[src/rtl/oppm_pkg.sv]
package oppm_pkg;
  function automatic int cnt_width(input int n);
    return (n < 2) ? 1 : $clog2(n);
  endfunction
endpackage

[src/rtl/oppm_slot_timer.sv]
module oppm_slot_timer #(
  parameter int SLOT_W = 4,
  parameter int PRE_N  = 3,
  parameter int TOT    = 7,
  localparam int TW    = oppm_pkg::cnt_width(SLOT_W),
  localparam int SW    = oppm_pkg::cnt_width(TOT)
) (
  input  logic          clk,
  input  logic          rst_n,
  input  logic          start_i,
  output logic [TW-1:0] tick_o,
  output logic          busy_o,
  output logic          in_pre_o,
  output logic          slot_end_o,
  output logic          done_o
);
  logic [SW-1:0] slot_q;
  logic [TW-1:0] tick_q;
  logic          busy_q;

  assign slot_end_o = busy_q && (tick_q == TW'(SLOT_W - 1));
  assign done_o     = slot_end_o && (slot_q == SW'(TOT - 1));
  assign in_pre_o   = slot_q < SW'(PRE_N);
  assign tick_o     = tick_q;
  assign busy_o     = busy_q;

  always_ff @(posedge clk or negedge rst_n) begin
    if (!rst_n) begin
      tick_q <= '0;
      slot_q <= '0;
      busy_q <= 1'b0;
    end else if (start_i) begin
      tick_q <= '0;
      slot_q <= '0;
      busy_q <= 1'b1;
    end else if (done_o) begin
      tick_q <= '0;
      slot_q <= '0;
      busy_q <= 1'b0;
    end else if (slot_end_o) begin
      tick_q <= '0;
      slot_q <= slot_q + 1'b1;
    end else if (busy_q) begin
      tick_q <= tick_q + 1'b1;
    end
  end
endmodule

[src/rtl/oppm_symbol_shifter.sv]
module oppm_symbol_shifter #(
  parameter int PKT_W    = 8,
  parameter int SYM_BITS = 2
) (
  input  logic                clk,
  input  logic                rst_n,
  input  logic                load_i,
  input  logic [PKT_W-1:0]    data_i,
  input  logic                in_pre_i,
  input  logic                slot_end_i,
  output logic [SYM_BITS-1:0] sym_o
);
  logic [PKT_W-1:0] sh_q;

  assign sym_o = in_pre_i ? '0 : sh_q[PKT_W-1 -: SYM_BITS];

  always_ff @(posedge clk or negedge rst_n) begin
    if (!rst_n)
      sh_q <= '0;
    else if (load_i)
      sh_q <= data_i;
    else if (slot_end_i && !in_pre_i)
      sh_q <= sh_q << SYM_BITS;
  end
endmodule

[src/rtl/oppm_pulse_shaper.sv]
module oppm_pulse_shaper #(
  parameter int SYM_BITS = 2,
  parameter int POS_STEP = 1,
  parameter int PULSE_W  = 1,
  parameter int TW       = 2
) (
  input  logic                busy_i,
  input  logic [TW-1:0]       tick_i,
  input  logic [SYM_BITS-1:0] sym_i,
  output logic                pulse_o
);
  logic [31:0] off, tk;

  always_comb begin
    tk      = 32'(tick_i);
    off     = 32'(sym_i) * 32'(POS_STEP);
    pulse_o = busy_i && (tk >= off) && (tk < off + 32'(PULSE_W));
  end
endmodule

[src/rtl/oppm_encoder.sv]
module oppm_encoder #(
  parameter int PULSE_W  = 1,
  parameter int SLOT_W   = 4,
  parameter int POS_STEP = 1,
  parameter int SYM_BITS = 2,
  parameter int PKT_W    = 8,
  parameter int PRE_N    = 3
) (
  input  logic             clk,
  input  logic             rst_n,
  input  logic             in_valid,
  output logic             in_ready,
  input  logic [PKT_W-1:0] in_data,
  output logic             tx_out,
  output logic             busy
);
  localparam int NUM_SYM = PKT_W / SYM_BITS;
  localparam int TOT     = PRE_N + NUM_SYM;
  localparam int TW      = oppm_pkg::cnt_width(SLOT_W);
  localparam int MAX_END = ((1 << SYM_BITS) - 1) * POS_STEP + PULSE_W;

  // the latest pulse must end inside its slot; symbols must tile the packet
  if (MAX_END > SLOT_W || (PKT_W % SYM_BITS) != 0 || PRE_N < 1) begin : g_bad_cfg
    $error("oppm_encoder: pulse does not fit its slot or packet not divisible");
  end

  logic          accept, in_pre, slot_end, done;
  logic [TW-1:0] tick;
  logic [SYM_BITS-1:0] sym;

  assign in_ready = !busy || done;
  assign accept   = in_valid && in_ready;

  oppm_slot_timer #(.SLOT_W(SLOT_W), .PRE_N(PRE_N), .TOT(TOT)) u_timer (
    .clk(clk), .rst_n(rst_n), .start_i(accept), .tick_o(tick),
    .busy_o(busy), .in_pre_o(in_pre), .slot_end_o(slot_end), .done_o(done)
  );

  oppm_symbol_shifter #(.PKT_W(PKT_W), .SYM_BITS(SYM_BITS)) u_shift (
    .clk(clk), .rst_n(rst_n), .load_i(accept), .data_i(in_data),
    .in_pre_i(in_pre), .slot_end_i(slot_end), .sym_o(sym)
  );

  oppm_pulse_shaper #(.SYM_BITS(SYM_BITS), .POS_STEP(POS_STEP),
                      .PULSE_W(PULSE_W), .TW(TW)) u_shape (
    .busy_i(busy), .tick_i(tick), .sym_i(sym), .pulse_o(tx_out)
  );
endmodule

[config.mk]
export PLATFORM = sky130hd
export DESIGN_NAME = oppm_encoder
export DESIGN_NICKNAME = d
export VERILOG_FILES = /design/src/rtl/oppm_pkg.sv /design/src/rtl/oppm_slot_timer.sv /design/src/rtl/oppm_symbol_shifter.sv /design/src/rtl/oppm_pulse_shaper.sv /design/src/rtl/oppm_encoder.sv
export SDC_FILE = /design/constraint.sdc
export NUM_CORES = 1
export LEC_CHECK = 0
export ABC_AREA = 1
export BUFFER_PORTS_ARGS = -buffer_cell sky130_fd_sc_hd__buf_2
export CAP_MARGIN = 25
export CORE_MARGIN = 2
export CORE_UTILIZATION = 37
export CTS_CLUSTER_DIAMETER = 200
export CTS_CLUSTER_SIZE = 40
export DETAILED_ROUTE_END_ITERATION = 8
export GPL_TIMING_DRIVEN = 0
export SLEW_MARGIN = 15
export SYNTH_ARGS = -nofsm -noshare
export SYNTH_HDL_FRONTEND = slang
export SYNTH_SLANG_ARGS = --single-unit
[constraint.sdc]
create_clock -name clk -period 1.35 [get_ports clk]
set_input_delay 0 -clock clk [delete_from_list [all_inputs] [get_ports clk]]
set_output_delay 0 -clock clk [all_outputs]
set_load 0.01 [all_outputs]
==> impl_metrics.yaml <==
global_routing:
  grt_max_degree: 15
  overflow: 0
  antenna_found_initial: 0
  grt_pass1_wl_um: 3660
  grt_use_total: 0.184
  grt_pass1_vias: 895
floorplanning:
  fp.dieH_um: 52.9
  die_area_um2: 2800
  row_count: 17
  die_w_um: 52.9
  ioPinCount: 14
  initial_core_util: 0.396
  core_um2: 2230
power_and_ir_drop:
  p_per_area_nw_per_um2: 2160
  clockPowerShare: 0.114
  comb_power_share: 0.602
  p_sw_mw: 1.22
  vdd.ir_drop.worst_v: 0.00135
  power_frac_seq: 0.284
  p_leak_nw: 0.700
  swShare: 0.439
  internal-power_mw: 1.57
synth:
  synth-adder-area-share: 0.0849
  ys_ff_latch: 14
  synth_top_area_frac: 0.396
  avgSynthCellArea_um2: 7.43
  synth_compound_area_frac: 0.0721
  ys.warnings.count: 0
  synth-edff-count: 0
  yosysSeqAreaShare: 0.396
  yosys.area_share.simple: 0.352
  yosys-top-cells-count: "nand2_1, nand3_1, inv_1"
  synth_area_um2: 885
  syn_nets: 136
  synth_top_family_by_area: "simple AND/OR/NAND/NOR gates"
  synthCells: 119
  synthMuxAreaShare: 0
  yosysMostFrequentCell: "nand2_1"
  synth_cell_types: 20
  synthArstFlopShare: 1.00
  synth_xor_area_frac: 0
  synth_ff_type: "dfrtp_1"
  synth_top_area_cell: "dfrtp_1"
  synth.area.top_cells: "dfrtp_1, nand2_1, nand3_1"
job:
  drv_cap: 0
timing:
  slew_headroom: 0.771
  report.final.slew_viol_count: 0
  final_hold_viol_count: 0
  setup_violations: 12
  finClkSkew_ns: 0.000417
  fin_crit_ns: 1.86
  max_slew.worst_pin.slew_ns: 0.343
  max_freq_mhz: 538
  finalCritPeriodShare: 1.38
  rsz0062_at_grt: "true"
  fin_ws_ns: -0.510
setup_path:
  r2r_slack_ns: -0.25
  end_kind: "primary output"
  rr_worst_depth: 9
  crit_end: "tx_out"
  startpoint: "u_timer.slot_q[0]"
  crit_path_max_fanout: 5
  cpPeakStageDelay_ns: 0.37
  path_cells: "nand2_1 > nand2_2 > buf_6 > nand2_4 > nand2_2 > nand2_2 > ha_4 > inv_2 > o21bai_1 > nand2_1 > nand2_1 > nor2_2 > buf_2"
  cp.required_ns: 1.35
  cp-start-kind: "flip-flop"
  rr_startpoint: "u_timer.slot_q[0]"
  worstSetupPathType: "reg2out"
  crit_arrival_ns: 1.86
  r2r-end: "u_shift.sh_q[2]"
  worst_path_max_delay_cell: "dfrtp_1"
cells_and_area:
  seqCellArea_um2: 352
  nets: 169
  area_growth_pct: 45.7
  multi_input_area_um2: 559
  diodes: 0
  finalNonFillerCells: 179
  drive_above_1_share: 0.391
  fill_cells: 208
clock_network:
  clkLatencyLatePin_ns: 0.29
  cts_htree_levels: 1
  root_buffer: "clkbuf_4"
  cts_tree: "yes"
  clk_pin_slew_ns: 0.09
  clk_path_buf_depth: 2
  cts.sinks: 14
  cts_buffers: 3
detailed_routing:
  firstDrtPassIters: 4
  routed-via-count: 867
  vias_per_cell: 4.84
  drt_iter0_drc: 13
  drc: 0
  drtAntennaViolNets: 0
  wl_per_cell_um: 11.9
  wl_um: 2130
run_status:
  failed_checks: "setup timing"
  outcome: "finished, violations left"
placed_design:
  place_congestion: 0.743
  dp_slack_ns: -0.274
  numPlacedInstances: 159
  dpl.hpwl_um: 1390
  port_buffers: 12
min_path:
  hold_path_class: "in2reg"
  holdPathStages: 5
[what timing repair did]
action | CTS | global route
setup endpoints to repair | 11 | 13
hold buffers | 4 | 0
hold endpoints to repair | 17 | 0
gates cloned | 1 | 0
pin swaps | 2 | 11
setup buffers | 9 | 2
resized for setup | 10 | 17
[how the worst min path moves through the flow]
stage,slack [ns],start,end
CTS,0.007,in_data[6],u_shift.sh_q[6]
global placement,-0.07,rst_n,u_timer.slot_q[1]
detailed placement,-0.08,rst_n,u_timer.slot_q[1]
floorplan,-0.30,rst_n,u_shift.sh_q[0]
finish,0.002,in_data[6],u_shift.sh_q[6]
global route,0.03,in_data[3],u_shift.sh_q[3]
[power groups by stage]
stage	Sequential, mW	Combinational [mW]	Clock (mW)
5_1_grt	0.807	1.90	0.345
3_5_place_dp	0.791	1.20	0
4_1_cts	0.760	1.45	0.321
2_1_floorplan	0.758	0.940	0
6_report	0.791	1.68	0.318
3_3_place_gp	0.783	1.14	0
[kinds of logic (layout without fill, tap and decap cells)]
group | after synthesis | count (layout)
and+or+nand+nor | 71 | 71
buffers and inverters | 19 | 51
DFF | 14 | 14
AOI/OAI and AO/OA | 9 | 9
adders and majority gates | 6 | 6
[metal layers]
metal | vias up | track usage | wire (um)
met5 | - | 0 | 0
met4 | 0 | 0.0983 | 60
met3 | 8 | 0.0339 | 48
met2 | 14 | 0.323 | 1080
met1 | 394 | 0.210 | 945
li1 | 451 | - | -
[sequential cells by signal, indices dropped and copies added, names as in the netlist]
name,flops
u_shift.sh_q,8
u_timer.busy_o,1
u_timer.slot_q,3
u_timer.tick_o,2
[cells in the final DEF (no fill, tap or decap), types with 5 or more instances in the layout]
master	n
buf_4	9
nand2_2	5
buf_6	7
nand3_2	5
buf_2	11
dfrtp_1	13
inv_1	10
nand2_1	33
nand3_1	18
[metrics by stage]
step	cell area (um^2)	power, mW	setup TNS [ns]	hold slack, ns	util
2_1_floorplan	931	1.70	-0.384	-0.296	-
3_3_place_gp	1030	1.93	-1.45	-0.0743	0.459
3_5_place_dp	1030	2.00	-1.49	-0.0759	0.459
4_1_cts	1200	2.53	-1.99	0.00699	0.539
5_1_grt	1290	3.05	-3.63	0.0340	0.577
6_report	1290	2.79	-2.72	0.00205	0.577
[layout make-up]
cell class	count	share of cell area
clock buffers	4	0.0282
plain buffers	3	0.0233
well taps	28	0.0272
repair buffers	28	0.164
flip-flops and latches	14	0.273
multi-input cells	86	0.434
inverters	16	0.0505
[critical path: cells and delay by family (launching register included)]
family / cells / cell delay (ns)
buffers and inverters: 3 / 0.29
AOI/OAI and AO/OA: 1 / 0.10
and+or+nand+nor: 8 / 0.54
DFF: 1 / 0.37
adders and majority gates: 1 / 0.26
Note: power is estimated with default switching activity, not from simulation.
